<file path="src/rtl/lns_pkg.sv">
package lns_pkg;

    typedef enum logic [1:0] {
        CLS_ZERO = 2'b00,
        CLS_NORM = 2'b01,
        CLS_INF  = 2'b10,
        CLS_NAN  = 2'b11
    } lns_cls_e;

    // Outcome chosen by exception resolution before range checking
    typedef enum logic [1:0] {
        PICK_ARITH = 2'b00,
        PICK_ZERO  = 2'b01,
        PICK_INF   = 2'b10,
        PICK_NAN   = 2'b11
    } lns_pick_e;

endpackage

</file>
<file path="src/rtl/lns_exc_resolve.sv">
module lns_exc_resolve
    import lns_pkg::*;
(
    input  lns_cls_e  cls_a,
    input  lns_cls_e  cls_b,
    input  logic      is_div,
    output lns_pick_e pick
);

    always_comb begin
        pick = PICK_ARITH;
        if (cls_a == CLS_NAN || cls_b == CLS_NAN) begin
            pick = PICK_NAN;
        end else if (!is_div) begin
            unique case ({cls_a, cls_b})
                {CLS_ZERO, CLS_INF},
                {CLS_INF,  CLS_ZERO}: pick = PICK_NAN;
                {CLS_INF,  CLS_INF},
                {CLS_INF,  CLS_NORM},
                {CLS_NORM, CLS_INF}:  pick = PICK_INF;
                {CLS_ZERO, CLS_ZERO},
                {CLS_ZERO, CLS_NORM},
                {CLS_NORM, CLS_ZERO}: pick = PICK_ZERO;
                default:              pick = PICK_ARITH;
            endcase
        end else begin
            unique case ({cls_a, cls_b})
                {CLS_INF,  CLS_INF},
                {CLS_ZERO, CLS_ZERO}: pick = PICK_NAN;
                {CLS_NORM, CLS_ZERO},
                {CLS_INF,  CLS_ZERO},
                {CLS_INF,  CLS_NORM}: pick = PICK_INF;
                {CLS_ZERO, CLS_NORM},
                {CLS_ZERO, CLS_INF},
                {CLS_NORM, CLS_INF}:  pick = PICK_ZERO;
                default:              pick = PICK_ARITH;
            endcase
        end
    end

endmodule

</file>
<file path="src/rtl/lns_log_arith.sv">
module lns_log_arith #(
    parameter int LOG_W = 31
) (
    input  logic [LOG_W-1:0] log_a,
    input  logic [LOG_W-1:0] log_b,
    input  logic             is_div,
    output logic [LOG_W-1:0] log_r,
    output logic             too_big,
    output logic             too_small
);

    localparam int EXT_W = LOG_W + 1;

    logic [EXT_W-1:0] ext_a;
    logic [EXT_W-1:0] ext_b;
    logic [EXT_W-1:0] wide;

    always_comb begin
        ext_a = {log_a[LOG_W-1], log_a};
        ext_b = {log_b[LOG_W-1], log_b};
        wide  = is_div ? (ext_a - ext_b) : (ext_a + ext_b);
        // The top two bits disagree exactly when the value leaves LOG_W bits
        too_big   = ~wide[EXT_W-1] &  wide[EXT_W-2];
        too_small =  wide[EXT_W-1] & ~wide[EXT_W-2];
        log_r     = wide[LOG_W-1:0];
    end

endmodule

</file>
<file path="src/rtl/lns_muldiv.sv">
module lns_muldiv
    import lns_pkg::*;
#(
    parameter int INT_W  = 8,
    parameter int FRAC_W = 23
) (
    input  logic                      clk,
    input  logic                      rst_n,
    input  logic                      op_div,
    input  logic [INT_W+FRAC_W+2:0]   opnd_a,
    input  logic [INT_W+FRAC_W+2:0]   opnd_b,
    output logic [INT_W+FRAC_W+2:0]   result
);

    localparam int LOG_W  = INT_W + FRAC_W;
    localparam int WORD_W = LOG_W + 3;
    localparam int SGN_B  = LOG_W;

    logic [WORD_W-1:0] a_q;
    logic [WORD_W-1:0] b_q;
    logic              div_q;
    logic [WORD_W-1:0] res_q;

    lns_cls_e          cls_a;
    lns_cls_e          cls_b;
    lns_pick_e         pick;
    logic [LOG_W-1:0]  log_sum;
    logic              too_big;
    logic              too_small;
    logic [WORD_W-1:0] res_d;

    // Input register stage
    always_ff @(posedge clk or negedge rst_n) begin
        if (!rst_n) begin
            a_q   <= '0;
            b_q   <= '0;
            div_q <= 1'b0;
        end else begin
            a_q   <= opnd_a;
            b_q   <= opnd_b;
            div_q <= op_div;
        end
    end

    assign cls_a = lns_cls_e'(a_q[WORD_W-1:WORD_W-2]);
    assign cls_b = lns_cls_e'(b_q[WORD_W-1:WORD_W-2]);

    lns_exc_resolve u_exc (
        .cls_a  (cls_a),
        .cls_b  (cls_b),
        .is_div (div_q),
        .pick   (pick)
    );

    lns_log_arith #(.LOG_W(LOG_W)) u_arith (
        .log_a     (a_q[LOG_W-1:0]),
        .log_b     (b_q[LOG_W-1:0]),
        .is_div    (div_q),
        .log_r     (log_sum),
        .too_big   (too_big),
        .too_small (too_small)
    );

    // Result assembly
    always_comb begin
        logic sgn;
        sgn = a_q[SGN_B] ^ b_q[SGN_B];
        unique case (pick)
            PICK_NAN:  res_d = {CLS_NAN,  sgn, {LOG_W{1'b0}}};
            PICK_INF:  res_d = {CLS_INF,  sgn, {LOG_W{1'b0}}};
            PICK_ZERO: res_d = {CLS_ZERO, sgn, {LOG_W{1'b0}}};
            default: begin
                if (too_big)
                    res_d = {CLS_INF,  sgn, {LOG_W{1'b0}}};
                else if (too_small)
                    res_d = {CLS_ZERO, sgn, {LOG_W{1'b0}}};
                else
                    res_d = {CLS_NORM, sgn, log_sum};
            end
        endcase
    end

    // Output register stage
    always_ff @(posedge clk or negedge rst_n) begin
        if (!rst_n) res_q <= '0;
        else        res_q <= res_d;
    end

    assign result = res_q;

    // ---------------- assertions ----------------
    assert_log_cleared_R11: assert property (@(posedge clk) disable iff (!rst_n)
        (res_q[WORD_W-1:WORD_W-2] != 2'b01) |-> (res_q[LOG_W-1:0] == '0));

    assert_sign_xor_R5: assert property (@(posedge clk) disable iff (!rst_n)
        1'b1 |=> (res_q[SGN_B] == ($past(a_q[SGN_B]) ^ $past(b_q[SGN_B]))));

    assert_nan_prop_R8: assert property (@(posedge clk) disable iff (!rst_n)
        (a_q[WORD_W-1:WORD_W-2] == 2'b11 || b_q[WORD_W-1:WORD_W-2] == 2'b11)
        |=> (res_q[WORD_W-1:WORD_W-2] == 2'b11));

    assert_zero_inf_mul_R9: assert property (@(posedge clk) disable iff (!rst_n)
        (!div_q && ((a_q[WORD_W-1:WORD_W-2] == 2'b00 && b_q[WORD_W-1:WORD_W-2] == 2'b10) ||
                    (a_q[WORD_W-1:WORD_W-2] == 2'b10 && b_q[WORD_W-1:WORD_W-2] == 2'b00)))
        |=> (res_q[WORD_W-1:WORD_W-2] == 2'b11));

    assert_div_by_zero_R10: assert property (@(posedge clk) disable iff (!rst_n)
        (div_q && b_q[WORD_W-1:WORD_W-2] == 2'b00 &&
         (a_q[WORD_W-1:WORD_W-2] == 2'b01 || a_q[WORD_W-1:WORD_W-2] == 2'b10))
        |=> (res_q[WORD_W-1:WORD_W-2] == 2'b10));

    assert_no_overflow_R6: assert property (@(posedge clk) disable iff (!rst_n)
        (pick == PICK_ARITH && too_big) |=> (res_q[WORD_W-1:WORD_W-2] == 2'b10));

    assert_no_underflow_R7: assert property (@(posedge clk) disable iff (!rst_n)
        (pick == PICK_ARITH && too_small) |=> (res_q[WORD_W-1:WORD_W-2] == 2'b00));

endmodule

</file>
<file path="config.mk">
export PLATFORM = sky130hd
export DESIGN_NAME = lns_muldiv
export DESIGN_NICKNAME = d
export VERILOG_FILES = /design/src/rtl/lns_pkg.sv /design/src/rtl/lns_exc_resolve.sv /design/src/rtl/lns_log_arith.sv /design/src/rtl/lns_muldiv.sv
export SDC_FILE = /design/constraint.sdc
export NUM_CORES = 1
export LEC_CHECK = 0
export CORE_UTILIZATION = 30
export CTS_CLUSTER_SIZE = 24
export DETAILED_ROUTE_END_ITERATION = 10
export PLACE_DENSITY = 0.58
export SYNTH_ARGS = -nofsm -noshare
export SYNTH_HDL_FRONTEND = slang
export SYNTH_SLANG_ARGS = --single-unit
export TNS_END_PERCENT = 100
</file>
<file path="constraint.sdc">
create_clock -name clk -period 6.6 [get_ports clk]
set_input_delay 1.98 -clock clk [delete_from_list [all_inputs] [get_ports clk]]
set_output_delay 1.98 -clock clk [all_outputs]
set_load 0.02 [all_outputs]
</file>
==> metrics.cfg <==
[sta]
setup_viol=0
max-slew-margin-rel_pct=27.84
rsz0062_at_grt=false
fin_tns_setup_ns=0
tightest_slew_ns=1.082
fmax_ghz=0.1765
whs_ns=0.4367
drv_slew=0
skew_ns=0.007317
period_share_pct=85.86
layout_min_cycle_time_ns=5.667
hold_viol=0

[die]
coreArea_mm2=0.01736
initial_core_util_pct=30.77
io_pins=105
dieHeight_um=135.4
die_w_um=135.4
dieArea_mm2=0.01834
rows=48

[yosys]
synth_area_leaders=dfrtp_1, ha_1, xnor2_1
synth_seq_cells=103
syn_nets=628
synth_seq_area_share_pct=48.27
synth_top_area_share_pct=48.27
syn-cell-area_mm2=0.005340
synth-warning-count=0
synth-edff-count=0
syn_area_per_cell_um2=10.25
synth_common_cells=dfrtp_1, nor2_1, a21oi_1, xnor2_1, ha_1
ys.flop_type=dfrtp_1
yosys.area.top_type=dfrtp_1
syn_inst=521
async_flop_share_pct=100.0
yosysMostFrequentCell=dfrtp_1
ys_types=59

[setup_path]
crit_buf_inv=0
arrival_ns=5.91
start_kind=register
path_delay_family=simple AND/OR/NAND/NOR gates
crit_fanout=31
crit_top_cell=a21oi_1
max_stage_delay_ns=0.74
path_cells=nor3_1 -> nand2b_1 -> nor4_1 -> nand2_1 -> nor2_1 -> a21oi_1 -> xnor2_1 -> ha_1 -> a21oi_1 -> nand2_1 -> a21oi_1 -> nor4b_4 -> o2111ai_2 -> a221o_1 -> a21oi_2 -> xor2_1 -> ha_1 -> or3_1 -> nor2_1 -> mux2_2
path_class=reg -> reg
critical_path_required_ns=6.84
crit_slowest_cell=or3_1
worstSetupEndpointType=register

[pwr]
peakVddDrop_mv=0.1290
cellPowerDensity_mw_per_mm2=237.7
p_leak_nw=3.001

[drt]
drc=0
wl_um=12750
vias=4026
vias_per_cell=4.748
drt-initial-drc-count=147
post_drt_wl_per_cell_um=15.03
ant_nets=0
drt_pass1_iterations=7

[hold_path]
hold_class=reg -> reg

[finish]
area_growth_pct=28.98
nNetsFinal=725
antenna_cells=0
fill_cells=1638
layout-drive-gt1-share_pct=4.976

[clock_tree]
htree_levels=3
numClockSinks=103
cts_root_buf=clkbuf_16
clk_pin_slew_worst_paths_ns=0.07
cts_resized=0
hold_buffers=0
cts_setup_buffers=0
cts_tree=done
cts_made_buffers=9
cts.path.max_buffers=2
clock_latency_ns=0.35

[grt]
grt_antenna_before_repair=0
grt_start_max_net_pins=58
grt_pass1_wl_um=20930
track_usage_pct=14.86
grt_pass1_vias=4137
grt_overflow_total=0

[placed_design]
dp_hpwl_um=10300
port_buffers=104
gp_congestion=0.8011

[flow_run]
maxCapViolCount=0

[outcome]
status=finished, final reports clean

cell families after synthesis:
| family | after synthesis | synth area share [%] |
|---|---|---|
| flip-flops | 103 | 48.27 |
| AND/OR/NAND/NOR | 152 | 13.94 |
| multiplexers | 2 | 0.4217 |
| AO/OA/AOI/OAI | 127 | 15.86 |
| buffers and inverters | 42 | 3.116 |
| XOR/XNOR | 59 | 9.817 |
| adder cells (fa/ha/maj) | 36 | 8.575 |
where the power goes:
part	internal, mW	total, mW	switching (mW)
Clock	0.304	0.532	0.227
Sequential	0.661	0.683	0.0224
Combinational	0.194	0.423	0.229
Total	1.16	1.64	0.479
per-stage QoR:
stage	setup slack (ns)	area (um^2)	std cells	total power, mW	utilization [%]
floorplan	1.842	5340	521	0.9717	-
global placement	1.073	6588	832	1.114	37.95
detailed placement	0.9416	6588	832	1.115	37.95
CTS	0.9023	6888	848	1.655	39.68
global route	0.2790	6888	848	1.729	39.68
finish	0.9331	6888	848	1.637	39.68
layer usage:
metal  vias up  GRT usage (%)  wire, um
li1       2021              -         -
met2        83          22.51      5652
met1      1908          20.97      6387
met5         -              0         0
met3        14          2.282       477
met4         0          6.367       231
cell type report:
class / count / area (um^2) / share of cell area, %
clock buffers: 11 / 242.7 / 3.524
inverters: 23 / 86.33 / 1.253
clock inverters: 5 / 57.56 / 0.8356
flip-flops and latches: 103 / 2577 / 37.42
multi-input cells: 376 / 2596 / 37.69
repair buffers: 105 / 1046 / 15.19
well taps: 225 / 281.5 / 4.087
path summary, 6_finish.rpt:
check	from	endpoint	slack [ns]	cells past startpoint
worst min-delay path	a_q[31]	result[31]	0.44	1
worst max register to register	b_q[7]	result[28]	0.93	20
worst min register to register	a_q[31]	result[31]	0.44	1
max in group asynchronous	rst_n	b_q[5]	3.87	2
min in group asynchronous	rst_n	result[31]	1.62	1
worst max-delay path	b_q[7]	result[28]	0.93	20
worst register-to-register path, stage by stage (launching register included):
cell       delay, ns
dfrtp_1         0.43
nor3_1          0.26
nand2b_1        0.13
nor4_1          0.27
nand2_1         0.15
nor2_1          0.32
a21oi_1         0.14
xnor2_1         0.19
ha_1            0.41
a21oi_1         0.31
nand2_1         0.08
a21oi_1         0.21
nor4b_4         0.34
o2111ai_2       0.20
a221o_1         0.38
a21oi_2         0.21
xor2_1          0.22
ha_1            0.18
or3_1           0.74
nor2_1          0.08
mux2_2          0.29
sequential cells by signal (all words and copies together), names as in the netlist:
register and flops:
a_q 34, b_q 34, result 34, div_q 1
cell usage in the layout, fill, tap and decap left out, drive strengths merged, types with 6 or more instances in the layout:
| cell | n |
|---|---|
| dfrtp | 103 |
| clkdlybuf4s50 | 103 |
| nor2 | 62 |
| a21oi | 48 |
| xnor2 | 44 |
| ha | 35 |
| nand2 | 27 |
| inv | 23 |
| a21o | 17 |
| xor2 | 15 |
| nor3 | 13 |
| o21ai | 13 |
| clkbuf | 11 |
| a31oi | 8 |
| nand4 | 7 |
| o21bai | 7 |
| nand2b | 6 |
| nor4 | 6 |
(Power assumes the default switching activity.)
